### src/rtl/hppi_pkg.sv
package hppi_pkg;
    typedef enum logic [1:0] {
        ST_IDLE = 2'd0,
        ST_SCAN = 2'd1,
        ST_MSG  = 2'd2
    } hp_state_e;
endpackage

### src/rtl/hppi_lane_pick.sv
module hppi_lane_pick #(
    parameter int NUM_LOCAL = 32,
    parameter int PRIO_W    = 8,
    parameter int GRP_W     = 2,
    localparam int IDX_W    = $clog2(NUM_LOCAL)
) (
    input  logic [NUM_LOCAL-1:0]        elig,
    input  logic [NUM_LOCAL*PRIO_W-1:0] prio_flat,
    input  logic [NUM_LOCAL*GRP_W-1:0]  grp_flat,
    input  logic [IDX_W-1:0]            idx,
    output logic                        lane_elig,
    output logic [PRIO_W-1:0]           lane_prio,
    output logic [GRP_W-1:0]            lane_grp
);
    logic [PRIO_W-1:0] prio_arr [NUM_LOCAL];
    logic [GRP_W-1:0]  grp_arr  [NUM_LOCAL];

    for (genvar k = 0; k < NUM_LOCAL; k++) begin : g_unpack
        assign prio_arr[k] = prio_flat[k*PRIO_W +: PRIO_W];
        assign grp_arr[k]  = grp_flat[k*GRP_W +: GRP_W];
    end

    assign lane_elig = elig[idx];
    assign lane_prio = prio_arr[idx];
    assign lane_grp  = grp_arr[idx];
endmodule

### src/rtl/hppi_cmp.sv
module hppi_cmp #(
    parameter int PRIO_W = 8,
    parameter int ID_W   = 16
) (
    input  logic              cand_ok,
    input  logic [ID_W-1:0]   cand_id,
    input  logic [PRIO_W-1:0] cand_prio,
    input  logic [ID_W-1:0]   best_id,
    input  logic [PRIO_W-1:0] best_prio,
    output logic              win
);
    // Lower value is more urgent; equal priority goes to lower-or-equal ID.
    always_comb begin
        win = 1'b0;
        if (cand_ok) begin
            if (cand_prio < best_prio)
                win = 1'b1;
            else if (cand_prio == best_prio && cand_id <= best_id)
                win = 1'b1;
        end
    end
endmodule

### src/rtl/hppi_picker.sv
module hppi_picker #(
    parameter int NUM_LOCAL = 32,
    parameter int PRIO_W    = 8,
    parameter int ID_W      = 16,
    parameter int GRP_W     = 2,
    parameter int MSG_BASE  = 8192
) (
    input  logic                        clk,
    input  logic                        rst_n,
    input  logic                        start,
    input  logic                        clear_best,
    input  logic [NUM_LOCAL-1:0]        elig,
    input  logic [NUM_LOCAL*PRIO_W-1:0] prio_flat,
    input  logic [NUM_LOCAL*GRP_W-1:0]  grp_flat,
    input  logic [ID_W-1:0]             msg_id,
    input  logic [PRIO_W-1:0]           msg_prio,
    input  logic [GRP_W-1:0]            msg_grp,
    input  logic                        msg_en_cpu,
    input  logic                        msg_en_glob,
    input  logic                        grp1ns_en,
    output logic                        done,
    output logic                        valid,
    output logic [ID_W-1:0]             best_id,
    output logic [PRIO_W-1:0]           best_prio,
    output logic [GRP_W-1:0]            best_grp
);
    import hppi_pkg::*;

    localparam int                IDX_W     = $clog2(NUM_LOCAL);
    localparam logic [IDX_W-1:0]  LAST_IDX  = IDX_W'(NUM_LOCAL - 1);
    localparam logic [PRIO_W-1:0] NONE_PRIO = {PRIO_W{1'b1}};
    localparam logic [ID_W-1:0]   LOCAL_TOP = ID_W'(NUM_LOCAL);
    localparam logic [ID_W-1:0]   MSG_LOW   = ID_W'(MSG_BASE);

    typedef struct packed {
        hp_state_e          state;
        logic [IDX_W-1:0]   idx;
        logic [ID_W-1:0]    id;
        logic [PRIO_W-1:0]  prio;
        logic [GRP_W-1:0]   grp;
        logic               seen;
        logic               full;
        logic               done;
    } pick_regs_t;

    pick_regs_t r_d, r_q;

    logic              lane_elig;
    logic [PRIO_W-1:0] lane_prio;
    logic [GRP_W-1:0]  lane_grp;
    logic              lane_win;
    logic              msg_ok;
    logic              msg_win;
    logic              seen_after;
    logic              need_full;

    hppi_lane_pick #(
        .NUM_LOCAL (NUM_LOCAL),
        .PRIO_W    (PRIO_W),
        .GRP_W     (GRP_W)
    ) u_lane (
        .elig      (elig),
        .prio_flat (prio_flat),
        .grp_flat  (grp_flat),
        .idx       (r_q.idx),
        .lane_elig (lane_elig),
        .lane_prio (lane_prio),
        .lane_grp  (lane_grp)
    );

    hppi_cmp #(.PRIO_W(PRIO_W), .ID_W(ID_W)) u_cmp_lane (
        .cand_ok   (lane_elig),
        .cand_id   (ID_W'(r_q.idx)),
        .cand_prio (lane_prio),
        .best_id   (r_q.id),
        .best_prio (r_q.prio),
        .win       (lane_win)
    );

    assign msg_ok = msg_en_cpu && msg_en_glob && grp1ns_en && (msg_prio != NONE_PRIO);

    hppi_cmp #(.PRIO_W(PRIO_W), .ID_W(ID_W)) u_cmp_msg (
        .cand_ok   (msg_ok),
        .cand_id   (msg_id),
        .cand_prio (msg_prio),
        .best_id   (r_q.id),
        .best_prio (r_q.prio),
        .win       (msg_win)
    );

    // Fallback: nothing at least as good, old best still valid and in a scanned range.
    assign seen_after = r_q.seen || msg_win;
    assign need_full  = !seen_after && !r_q.full && (r_q.prio != NONE_PRIO) &&
                        ((r_q.id < LOCAL_TOP) || (r_q.id >= MSG_LOW));

    always_comb begin
        r_d      = r_q;
        r_d.done = 1'b0;
        case (r_q.state)
            ST_IDLE: begin
                if (start) begin
                    r_d.state = ST_SCAN;
                    r_d.idx   = '0;
                    r_d.seen  = 1'b0;
                    r_d.full  = clear_best;
                    if (clear_best)
                        r_d.prio = NONE_PRIO;
                end
            end
            ST_SCAN: begin
                if (lane_win) begin
                    r_d.id   = ID_W'(r_q.idx);
                    r_d.prio = lane_prio;
                    r_d.grp  = lane_grp;
                    r_d.seen = 1'b1;
                end
                if (r_q.idx == LAST_IDX)
                    r_d.state = ST_MSG;
                else
                    r_d.idx = r_q.idx + 1'b1;
            end
            ST_MSG: begin
                if (msg_win) begin
                    r_d.id   = msg_id;
                    r_d.prio = msg_prio;
                    r_d.grp  = msg_grp;
                    r_d.seen = 1'b1;
                end
                if (need_full) begin
                    r_d.prio  = NONE_PRIO;
                    r_d.full  = 1'b1;
                    r_d.seen  = 1'b0;
                    r_d.idx   = '0;
                    r_d.state = ST_SCAN;
                end else begin
                    r_d.state = ST_IDLE;
                    r_d.done  = 1'b1;
                end
            end
            default: r_d.state = ST_IDLE;
        endcase
    end

    always_ff @(posedge clk or negedge rst_n) begin
        if (!rst_n) begin
            r_q.state <= ST_IDLE;
            r_q.idx   <= '0;
            r_q.id    <= '0;
            r_q.prio  <= NONE_PRIO;
            r_q.grp   <= '0;
            r_q.seen  <= 1'b0;
            r_q.full  <= 1'b0;
            r_q.done  <= 1'b0;
        end else begin
            r_q <= r_d;
        end
    end

    assign done      = r_q.done;
    assign best_id   = r_q.id;
    assign best_prio = r_q.prio;
    assign best_grp  = r_q.grp;
    assign valid     = (r_q.prio != NONE_PRIO);

    // while stepping lines the running best priority never gets less urgent
    assert_scan_monotonic_R1: assert property (@(posedge clk) disable iff (!rst_n)
        (r_q.state == ST_SCAN) |=> (best_prio <= $past(best_prio)));

    // an ineligible line never becomes the best ID
    assert_inelig_ignored_R5: assert property (@(posedge clk) disable iff (!rst_n)
        (r_q.state == ST_SCAN && !lane_elig) |=> $stable(best_id));

    // with any of the three message enables off, the message step leaves the ID alone
    assert_msg_gated_R6: assert property (@(posedge clk) disable iff (!rst_n)
        (r_q.state == ST_MSG && !(msg_en_cpu && msg_en_glob && grp1ns_en)) |=> $stable(best_id));

    // idle without start keeps the result
    assert_idle_hold_R9: assert property (@(posedge clk) disable iff (!rst_n)
        (r_q.state == ST_IDLE && !start) |=>
            ($stable(best_id) && $stable(best_prio) && $stable(best_grp)));

    // completion strobe lasts one cycle
    assert_done_pulse_R10: assert property (@(posedge clk) disable iff (!rst_n)
        done |=> !done);
endmodule

### config.mk
export PLATFORM = sky130hd
export DESIGN_NAME = hppi_picker
export DESIGN_NICKNAME = d
export VERILOG_FILES = /design/src/rtl/hppi_pkg.sv /design/src/rtl/hppi_lane_pick.sv /design/src/rtl/hppi_cmp.sv /design/src/rtl/hppi_picker.sv
export SDC_FILE = /design/constraint.sdc
export NUM_CORES = 1
export LEC_CHECK = 0
export BUFFER_PORTS_ARGS = -buffer_cell sky130_fd_sc_hd__buf_2
export CAP_MARGIN = 20
export CELL_PAD_IN_SITES_DETAIL_PLACEMENT = 1
export CELL_PAD_IN_SITES_GLOBAL_PLACEMENT = 1
export CORE_MARGIN = 10
export CORE_UTILIZATION = 27
export DETAILED_ROUTE_END_ITERATION = 8
export GPL_TIMING_DRIVEN = 0
export PLACE_DENSITY = 0.83
export SKIP_CTS_REPAIR_TIMING = 1
export SLEW_MARGIN = 20
export SYNTH_ARGS = -nofsm -noshare
export SYNTH_HDL_FRONTEND = slang
export SYNTH_SLANG_ARGS = --single-unit
### constraint.sdc
create_clock -name clk -period 3.6 [get_ports clk]
set_input_delay 0.54 -clock clk [delete_from_list [all_inputs] [get_ports clk]]
set_output_delay 0.54 -clock clk [all_outputs]
set_load 0.01 [all_outputs]
==> results of run 1 <==
[state kept, by name, summed over array words and instances (netlist names)]
register   flops
best_grp       2
done           1
best_prio      8
best_id       16
r_q            9
[worst max-delay path by stage]
stage,from,end,slack [ns],depth (start not counted)
6_report,r_q[29]$_DFFE_PN0P_,best_id[0]$_DFFE_PN0P_,-0.48,17
2_1_floorplan,r_q[29]$_DFFE_PN0P_,best_grp[0]$_DFFE_PN0P_,0.009,16
3_5_place_dp,r_q[30]$_DFFE_PN0P_,best_prio[6]$_DFFE_PN1P_,-1.45,15
4_1_cts,r_q[30]$_DFFE_PN0P_,best_prio[6]$_DFFE_PN1P_,-1.49,15
3_3_place_gp,r_q[30]$_DFFE_PN0P_,best_prio[3]$_DFFE_PN1P_,-1.35,15
5_1_grt,r_q[29]$_DFFE_PN0P_,best_id[13]$_DFFE_PN0P_,-0.58,18
[logic make-up (layout without fill, tap and decap cells)]
logic type / Yosys count / in the layout / synth area share [%]
flops: 36 / 36 / 15.6
mux: 148 / 148 / 41.8
compound gates: 123 / 123 / 14.9
simple gates: 105 / 105 / 8.89
fa+ha+maj: 43 / 43 / 9.23
buf+inv: 102 / 557 / 9.51
other cells: 0 / 22 / 0
[critical path, cell delays in order, from the launching register on]
cell and delay [ns]:
dfrtp_1 0.40, buf_6 0.14, buf_12 0.15, buf_12 0.15, inv_1 0.18, nand3b_1 0.24
buf_4 0.25, o22ai_1 0.44, a2111oi_4 0.10, nor2_1 0.23, ha_1 0.31, a21oi_1 0.23
a21oi_2 0.11, o221ai_4 0.19, nand2_2 0.12, a31oi_4 0.22, buf_6 0.18, mux2_4 0.30
[layout make-up]
type	instances	area, um2	area share (%)
inverters	34	128	1.38
repair buffers	450	2450	26.6
plain buffers	65	554	6.01
flip-flops and latches	36	911	9.88
clock inverters	1	7.51	0.0814
clock buffers	7	143	1.55
well taps	275	344	3.73
multi-input cells	419	4630	50.2
diodes	22	55.1	0.597
[per-layer routing]
layer / global-route usage, % / share of wire [%] / vias to the layer above
met3: 9.93 / 9.7 / 112
met1: 24.8 / 34 / 3536
met5: 0 / 0.26 / -
met2: 44.4 / 52 / 424
li1: - / - / 3137
met4: 8.93 / 4.2 / 14
[metrics by stage]
step | power, mW | worst slack (ns) | std cells | setup TNS [ns] | cell area [um2]
after floorplan | 3.24 | 0.00858 | 557 | 0 | 5930
after global placement | 4.29 | -1.35 | 1244 | -33.70 | 8330
after detailed placement | 4.39 | -1.45 | 1244 | -35.63 | 8330
after CTS | 4.86 | -1.49 | 1252 | -36.41 | 8480
after global routing | 6.03 | -0.582 | 1305 | -14.86 | 9210
final | 5.68 | -0.477 | 1309 | -11.57 | 9220
[synthesized netlist by cell type, drive strengths merged (5+ instances only)]
cell type | count | area [um2]
a21oi | 24 | 120
clkbuf | 16 | 60.1
ha | 43 | 538
nand3b | 5 | 37.5
o22ai | 13 | 81.3
mux2i | 68 | 681
nand2 | 34 | 128
o211ai | 9 | 67.6
a21o | 5 | 37.5
nor2 | 25 | 93.8
a22oi | 8 | 60.1
dfstp | 8 | 210
nor2b | 5 | 31.3
dfrtp | 28 | 701
a2bb2oi | 9 | 78.8
o21ai | 20 | 100
mux4 | 76 | 1710
nand4 | 12 | 75.1
a2111oi | 16 | 160
inv | 34 | 128
nand3 | 10 | 50.1
buf | 52 | 367
[power breakdown]
group / internal (mW) / switching (mW)
sequential: 0.535 / 0.105
clock: 0.276 / 0.179
combinational: 2.39 / 2.19
total: 3.21 / 2.48
==> qor_table.md, run 1 <==
| Stage | Metric | This run |
|---|---|---|
| run status | Run status | finished, violations left |
| run status | Violated checks | negative setup slack |
| die | Num ports | 413 |
| setup path | Data arrival time at the worst-slack endpoint | 4.25 ns |
| synth | Synth Register Bits | 36 |
| die | Floorplan core area | 21200 um2 |
| synth | Synth async-reset ratio | 100% |
| setup path | Worst Setup Path Type | flip-flop to flip-flop |
| timing | Number of endpoints failing setup at the final stage | 27 |
| route | Via-per-instance ratio | 5.52 |
| synth | Number of nets produced by synthesis | 985 |
| synth | Number of enable-type register cells in the synthesized netlist | 0 |
| synth | Mean post-synth cell area | 10.5 um2 |
| route | Antenna Nets Post-Route | 0 |
| place | Detailed Place HPWL | 32.1 mm |
| finish | Layout overhead on the synthesized area | 58.3% |
| setup path | Endpoint required time on the critical path | 3.77 ns |
| die | Die Area | 27900 um2 |
| place | Final weighted congestion of routability-driven global placement | 0.923 |
| die | Starting density of the core | 27.5% |
| global routing | Overflow after GRT | 0 |
| global routing | Vias in the first global route | 7909 |
| route | Drt drc | 0 |
| finish | Commonest cells after routing, fill and taps aside | 414 x buf_2, 76 x mux4_2, 60 x mux2i_1 |
| setup path | Critical path startpoint category | flip-flop |
| clocking | Worst-Skew Late Latency | 0.29 ns |
| route | DRT iter0 DRCs | 422 |
| die | DIE HEIGHT | 167 um |
| die | Num rows | 53 |
| finish | Fraction of the core area covered by cells at the end of the flow | 43.6% |
| synth | Cell area after technology mapping | 5830 um2 |
| timing | Unrepaired setup endpoints after global routing | true |
| synth | Count of unique library cells instantiated by Yosys | 53 |
| clocking | Deepest clock path buffer count | 2 |
| global routing | Antenna violations before repair | 42 |
| clocking | Clock tree sinks | 36 |
| global routing | Wire length of the first global-routing pass | 51.4 mm |
| clocking | Clk Tree Root Cell | clkbuf_16 |
| synth | Count of warnings emitted by yosys | 0 |
| setup path | Max Fanout on Critical Path | 10 |
| die | Overall die width | 167 um |
| route | Wirelength, routed | 37.8 mm |
| power | Standby leakage power | 4.26 nW |
| setup path | Worst reg-to-reg setup slack | -0.48 ns |
| power | Power density over the cells | 616 nW/um2 |
| timing | Final hold slack | 0.370 ns |
| timing | Count of final hold-check violations | 0 |
| timing | Skew final | 0.00882 ns |
| finish | Most common cell after layout, fill and taps aside | buf_2 |
| route | DR vias | 7223 |
| timing | Clock period minus worst slack | 4.08 ns |
| place | Count of buffers from port buffering | 412 |
| min path | Hold crit path type | input port to asynchronous set/reset pin |
| finish | Total of fill cells in the finished design | 2529 |
| synth | Share of the yosys chip area belonging to registers | 15.6% |
| route | Detail-routed net length per standard cell | 28.9 um |
| clocking | Clock input transition at the sequential cells of the worst setup and hold paths | 0.06 ns |
| finish | Fraction of layout cells with a size suffix above 1 | 63.1% |
| clocking | Clock tree from TritonCTS | done |
| setup path | Reg-to-Reg Start | r_q[29]$_DFFE_PN0P_ |
| power | Largest voltage drop on the vdd net | 263 uV |
| finish | Layout Nets | 1439 |
| synth | Primary flip-flop cell chosen by synthesis mapping | dfrtp_1 |
| global routing | Aggregate global-route resource usage | 24.6% |
| clocking | CTS buffer count | 5 |
| run | Number of maximum-capacitance constraint violations | 0 |
| setup path | Crit end category | flip-flop |
| timing | Transition at the pin with the smallest max-transition slack | 0.914 ns |
| timing | Least setup slack across all paths after layout | -0.477 ns |
| global routing | Pin count of the biggest net entering global routing | 37 |
| clocking | H-tree level count | 2 |
| timing | Final-report max-slew violation count | 0 |
| setup path | Endpoint of the worst register-to-register path | best_id[0]$_DFFE_PN0P_ |
| route | First-pass DRT Iterations | 5 |
| timing | Max Clock Freq | 0.245 GHz |
| synth | Synth Instances | 557 |
| timing | Final worst path period share | 113% |
| timing | Worst-case headroom to the max-slew limit | 39.1% |
| setup path | R2r worst-path depth | 17 |
Note: power is estimated with default switching activity, not from simulation.
==> run 2, diff against run 1 <==
Settings changed: REMOVE_ABC_BUFFERS from default to 1.
==> run 2 against run 1 <==
The flow still finishes with violations (negative setup slack). Combinational power down 10%. Clock power up 20%. Register-to-register slack better by 0.11 ns. Critical path depth down 1. Power down 5.4%. Worst hold slack better by 0.011 ns. Die area unchanged. Largest power group unchanged. Core utilization down 1.7 points. Fmax up 2.7%. Final cell count down 5.1%.
==> qor_table.md, run 2 (synthesis gave the netlist of run 1 again) <==
| Stage | Metric | This run | vs previous |
|---|---|---|---|
| clocking | Clock tree from TritonCTS | done |  |
| power | Power density over the cells | 606 nW/um2 | -1.6% |
| setup path | Crit path max-delay family | multiplexers |  |
| place | Setup Slack @ Placement | -1.62 ns | -0.168 ns |
| run status | Run status | finished, violations left |  |
| route | Via-per-instance ratio | 5.42 | -1.7% |
| place | Final weighted congestion of routability-driven global placement | 0.875 | -5.1% |
| global routing | Vias in the first global route | 7691 | -2.8% |
| timing | Final worst path period share | 110% | -3.0 points |
| finish | Layout Nets | 1379 | -4.2% |
| run | Number of maximum-capacitance constraint violations | 0 | unchanged |
| clocking | Worst-Skew Late Latency | 0.28 ns | about the same |
| die | Starting density of the core | 27.5% | unchanged |
| global routing | Met2 GRT Util | 37.8% | -6.6 points |
| setup path | Cell Chain, Critical Path | buf_16, buf_12, buf_4, mux4_2, mux2i_1, nor2_1, a2111oi_1, nor2_1, ha_1, nand4_1, or2_4, o221ai_4, nand2_4, a31oi_4, buf_6, mux2_2 |  |
| setup path | Peak per-stage delay on the critical path | 0.51 ns | +0.07 ns |
| timing | Unrepaired setup endpoints after global routing | true |  |
| timing | Setup TNS | -8.06 ns | +3.51 ns |
| route | Drt drc | 0 | unchanged |
| timing | Number of endpoints failing setup at the final stage | 27 | unchanged |
| finish | Layout overhead on the synthesized area | 52.1% |  |
| finish | Fraction of the core area covered by cells at the end of the flow | 41.9% | -1.7 points |
| clocking | H-tree level count | 2 | unchanged |
| clocking | Clk Tree Root Cell | clkbuf_16 |  |
| die | Overall die width | 167 um | unchanged |
| setup path | Worst reg-to-reg setup slack | -0.37 ns | +0.11 ns |
| timing | Count of final hold-check violations | 0 | unchanged |
| setup path | Highest-delay cell along the critical path | dfrtp_4 |  |
| route | Antenna Nets Post-Route | 0 | unchanged |
| timing | Final-report max-slew violation count | 0 | unchanged |
| route | Wirelength, routed | 31.7 mm | -16% |
| clocking | Clock input transition at the sequential cells of the worst setup and hold paths | 0.06 ns | about the same |
| clocking | Deepest clock path buffer count | 2 | unchanged |
| setup path | R2r worst-path depth | 16 | -1 |
| timing | Worst-case headroom to the max-slew limit | 34.3% | -4.8 points |
| setup path | Reg-to-Reg Start | r_q[29]$_DFFE_PN0P_ |  |
| finish | Most common cell after layout, fill and taps aside | buf_2 |  |
| timing | Transition at the pin with the smallest max-transition slack | 0.986 ns | +0.0720 ns |
| die | Floorplan core area | 21200 um2 | unchanged |
| global routing | Global-route layer with the greatest usage | met2 |  |
| timing | Max Clock Freq | 0.252 GHz | +2.7% |
| finish | Fraction of layout cells with a size suffix above 1 | 62.1% | -1.1 points |
| power | Largest voltage drop on the vdd net | 236 uV | -10% |
| route | DR vias | 6736 | -6.7% |
| setup path | Endpoint of the worst register-to-register path | best_id[0]$_DFFE_PN0P_ |  |
| setup path | Max Fanout on Critical Path | 7 | -3 |
| global routing | Overflow after GRT | 0 | unchanged |
| setup path | Number of buffers and inverters on the critical path | 4 | -2 |
| clocking | Clock tree sinks | 36 | unchanged |
| timing | Least setup slack across all paths after layout | -0.369 ns | +0.108 ns |
| finish | Commonest cells after routing, fill and taps aside | 412 x buf_2, 76 x mux4_2, 66 x mux2i_1 |  |
| place | Detailed Place HPWL | 25.6 mm | -20% |
| die | Num rows | 53 | unchanged |
| setup path | Data arrival time at the worst-slack endpoint | 4.14 ns | -0.11 ns |
| setup path | Crit end category | flip-flop |  |
| global routing | Antenna violations before repair | 17 | -60% |
| route | Detail-routed net length per standard cell | 25.6 um | -11% |
| power | Standby leakage power | 4.02 nW | -5.6% |
| global routing | Met1 usage in global routing | 21.0% | -3.8 points |
| setup path | Critical Path Most Common Cell | nor2_1 |  |
| global routing | Wire length of the first global-routing pass | 44.6 mm | -13% |
| clocking | CTS buffer count | 5 | unchanged |
| min path | Hold crit path type | input port to asynchronous set/reset pin |  |
| die | Num ports | 413 | unchanged |
| die | DIE HEIGHT | 167 um | unchanged |
| global routing | Pin count of the biggest net entering global routing | 57 | +54% |
| setup path | Critical path startpoint category | flip-flop |  |
| place | Count of buffers from port buffering | 412 | unchanged |
| setup path | Endpoint required time on the critical path | 3.77 ns | about the same |
| global routing | Aggregate global-route resource usage | 20.2% | -4.3 points |
| setup path | Worst Setup Path Type | flip-flop to flip-flop |  |
| die | Die Area | 27900 um2 | unchanged |
| timing | Skew final | 0.00287 ns | -0.00596 ns |
| timing | Final hold slack | 0.381 ns | +0.0106 ns |
| timing | Clock period minus worst slack | 3.97 ns | -0.108 ns |
| global routing | Global routing met3 resource utilization | 5.70% | -4.2 points |
| run status | Violated checks | negative setup slack |  |
| route | First-pass DRT Iterations | 7 | +2 |
| finish | Largest register FFs | 16 | unchanged |
| route | DRT iter0 DRCs | 289 | -32% |
==> run 2: how the worst max path moves through the flow <==
stage	start	endpoint	slack (ns)	cells past startpoint
after floorplan	r_q[29]$_DFFE_PN0P_	best_grp[0]$_DFFE_PN0P_	-3.65	12
after global placement	r_q[29]$_DFFE_PN0P_	best_grp[0]$_DFFE_PN0P_	-6.47	12
after detailed placement	r_q[29]$_DFFE_PN0P_	best_prio[2]$_DFFE_PN1P_	-1.62	14
after CTS	r_q[29]$_DFFE_PN0P_	best_id[12]$_DFFE_PN0P_	-1.61	15
after global routing	r_q[29]$_DFFE_PN0P_	best_prio[2]$_DFFE_PN1P_	-0.54	15
final	r_q[29]$_DFFE_PN0P_	best_id[0]$_DFFE_PN0P_	-0.37	16
==> run 2: where the power goes <==
part	switching [mW]	internal, mW	total (mW)
combinational	1.91	2.22	4.13
clock	0.181	0.365	0.546
sequential	0.154	0.544	0.699
total	2.24	3.13	5.37
==> run 2: final cells by class <==
cell class,instances,area [um2]
fillers,2520,12300
multi-input cells,419,4580
repair buffers,455,2670
flip-flops and latches,36,927
well taps,275,344
clock buffers,7,153
inverters,34,128
diodes,15,37.5
clock inverters,1,30.0
==> run 2: stage by stage <==
step / instances / total power [mW] / cell area, um2
floorplan: 489 / 3.11 / 5400
global placement: 1176 / 4.07 / 7810
detailed placement: 1183 / 4.03 / 8000
CTS: 1191 / 4.60 / 8180
global route: 1240 / 5.73 / 8860
finish: 1242 / 5.37 / 8860
==> run 2: per-layer routing <==
layer	up-vias	part of all wire (%)
li1	3009	-
met1	3350	35
met2	299	54
met3	72	6.8
met4	6	3.7
met5	-	0.14
==> run 3, diff against run 2 <==
Settings changed: SKIP_LAST_GASP from default to 1.
==> run 3 against run 2 <==
Clock skew hardly changed. First-iteration DRC count is 3.1% higher. Sequential share of layout area hardly changed. The flow still finishes with violations (negative setup slack). Largest power group unchanged. Critical path depth stayed put. Count of clock-buffer cells in the layout stayed put. Via count is 0.22% lower. Worst setup slack worse by 0.00050 ns. Final cell count hardly changed. Non-clock buffer count stayed put. Design area hardly changed. Power is 0.36% lower.
==> qor_table.md, run 3 (synthesis gave the netlist of run 1 again) <==
| Stage | Metric | This run | vs previous |
|---|---|---|---|
| run status | Run status | finished, violations left |  |
| run status | Violated checks | negative setup slack |  |
| place | Placed cell areas | 8000 um2 | unchanged |
| place | Detailed Place HPWL | 25.6 mm | unchanged |
| die | Overall die width | 167 um | unchanged |
| finish | Fraction of layout cells with a size suffix above 1 | 62.1% | unchanged |
| clocking | CTS buffer count | 5 | unchanged |
| route | DR vias | 6721 | -0.22% |
| clocking | Clock tree from TritonCTS | done |  |
| clocking | H-tree level count | 2 | unchanged |
| clocking | Clock tree sinks | 36 | unchanged |
| run | Number of maximum-capacitance constraint violations | 0 | unchanged |
| global routing | Antenna violations before repair | 17 | unchanged |
| timing | Number of endpoints failing setup at the final stage | 27 | unchanged |
| clocking | Worst-Skew Late Latency | 0.28 ns | about the same |
| power | Total power after layout | 5.35 mW | -0.36% |
| setup path | Max Fanout on Critical Path | 7 | unchanged |
| timing | Worst-case headroom to the max-slew limit | 35.3% | +1.1 points |
| finish | Commonest cells after routing, fill and taps aside | 412 x buf_2, 76 x mux4_2, 66 x mux2i_1 |  |
| timing | Unrepaired setup endpoints after global routing | true |  |
| power | Standby leakage power | 4.01 nW | -0.19% |
| timing | Max Clock Freq | 0.252 GHz | about the same |
| timing | Final worst path period share | 110% | about the same |
| clocking | Deepest clock path buffer count | 2 | unchanged |
| place | Final weighted congestion of routability-driven global placement | 0.875 | unchanged |
| global routing | Overflow after GRT | 0 | unchanged |
| timing | Count of final hold-check violations | 0 | unchanged |
| die | Num rows | 53 | unchanged |
| route | Antenna Nets Post-Route | 0 | unchanged |
| finish | Fraction of the core area covered by cells at the end of the flow | 41.9% | about the same |
| route | Via-per-instance ratio | 5.41 | -0.30% |
| clocking | Clock input transition at the sequential cells of the worst setup and hold paths | 0.06 ns | about the same |
| timing | Clock period minus worst slack | 3.97 ns | +0.000504 ns |
| route | First-pass DRT Iterations | 7 | unchanged |
| global routing | Wire length of the first global-routing pass | 44.6 mm | unchanged |
| place | Count of buffers from port buffering | 412 | unchanged |
| timing | Setup TNS | -8.13 ns | -0.0703 ns |
| finish | Layout overhead on the synthesized area | 52.0% | about the same |
| route | Detail-routed net length per standard cell | 25.5 um | about the same |
| die | Num ports | 413 | unchanged |
| clocking | Clk Tree Root Cell | clkbuf_16 |  |
| timing | Final-report max-slew violation count | 0 | unchanged |
| timing | Skew final | 0.00285 ns | -0.0000171 ns |
| route | Drt drc | 0 | unchanged |
| setup path | Endpoint required time on the critical path | 3.77 ns | about the same |
| finish | Most common cell after layout, fill and taps aside | buf_2 |  |
| route | DRT iter0 DRCs | 298 | +3.1% |
| finish | Final standard cell area without fillers | 8860 um2 | about the same |
| setup path | Data arrival time at the worst-slack endpoint | 4.14 ns | about the same |
| setup path | Crit end category | flip-flop |  |
| timing | Final hold slack | 0.380 ns | -0.00130 ns |
| global routing | Pin count of the biggest net entering global routing | 57 | unchanged |
| die | Starting density of the core | 27.5% | unchanged |
| finish | Layout Nets | 1379 | unchanged |
| die | Floorplan core area | 21200 um2 | unchanged |
| global routing | Vias in the first global route | 7691 | unchanged |
| timing | Least setup slack across all paths after layout | -0.370 ns | -0.000504 ns |
| global routing | Aggregate global-route resource usage | 20.2% | unchanged |
| route | Wirelength, routed | 31.7 mm | about the same |
| setup path | Critical path startpoint category | flip-flop |  |
| setup path | Worst Setup Path Type | flip-flop to flip-flop |  |
| die | Die Area | 27900 um2 | unchanged |
| timing | Transition at the pin with the smallest max-transition slack | 0.970 ns | -0.0159 ns |
| min path | Hold crit path type | input port to asynchronous set/reset pin |  |
| die | DIE HEIGHT | 167 um | unchanged |
| power | Largest voltage drop on the vdd net | 236 uV | about the same |
| finish | Largest register FFs | 16 | unchanged |
| power | Power density over the cells | 604 nW/um2 | -0.31% |
-- run 3: per-layer routing --
layer	up-vias	global-route usage, %	wire length [um]
met1	3351	21.0	11200
li1	3012	-	-
met2	284	37.8	17200
met4	6	7.18	1130
met3	68	5.70	2190
met5	-	0	46
-- run 3: metrics by stage --
step | cells | worst slack [ns]
finish | 1243 | -0.370
global route | 1240 | -0.540
CTS | 1191 | -1.61
detailed placement | 1183 | -1.62
global placement | 1176 | -6.47
floorplan | 489 | -3.65
-- run 3: report_power, final --
group          total [mW]  internal, mW  leakage, nW  switching, mW
Combinational        4.11          2.21         3.47           1.90
Clock               0.546         0.365       0.0902          0.181
Sequential          0.697         0.544        0.453          0.153
Total                5.35          3.12         4.01           2.24
-- run 3: area by class of cell --
type                    count  area [um2]
repair buffers            455        2670
fillers                  2520       12300
inverters                  34         128
flip-flops and latches     36         927
diodes                     16        40.0
clock inverters             1        30.0
well taps                 275         344
multi-input cells         419        4570
clock buffers               7         153
-- run 3: final timing paths --
kind                                               from                      end  cells past startpoint  slack (ns)
worst max-delay path                r_q[29]$_DFFE_PN0P_  best_grp[0]$_DFFE_PN0P_                     16       -0.37
worst min-delay path                              rst_n  best_id[13]$_DFFE_PN0P_                      1        0.38
worst max register to register      r_q[29]$_DFFE_PN0P_  best_grp[0]$_DFFE_PN0P_                     16       -0.37
worst min register to register  best_grp[1]$_DFFE_PN0P_  best_grp[1]$_DFFE_PN0P_                      1        0.50
max in group asynchronous                         rst_n      r_q[29]$_DFFE_PN0P_                      1        2.58
min in group clk                best_grp[1]$_DFFE_PN0P_  best_grp[1]$_DFFE_PN0P_                      1        0.50
-- run 3: worst max-delay path, stage by stage (launching register included) --
cell and delay (ns):
dfrtp_4 0.51, buf_16 0.17, buf_12 0.14, buf_4 0.13
mux4_2 0.41, mux2i_1 0.18, nor2_1 0.07, a2111oi_1 0.36
nor2_1 0.17, ha_1 0.30, nand4_1 0.12, or2_4 0.28
o221ai_4 0.22, nand2_4 0.09, a31oi_4 0.19, buf_6 0.17
mux2_2 0.34
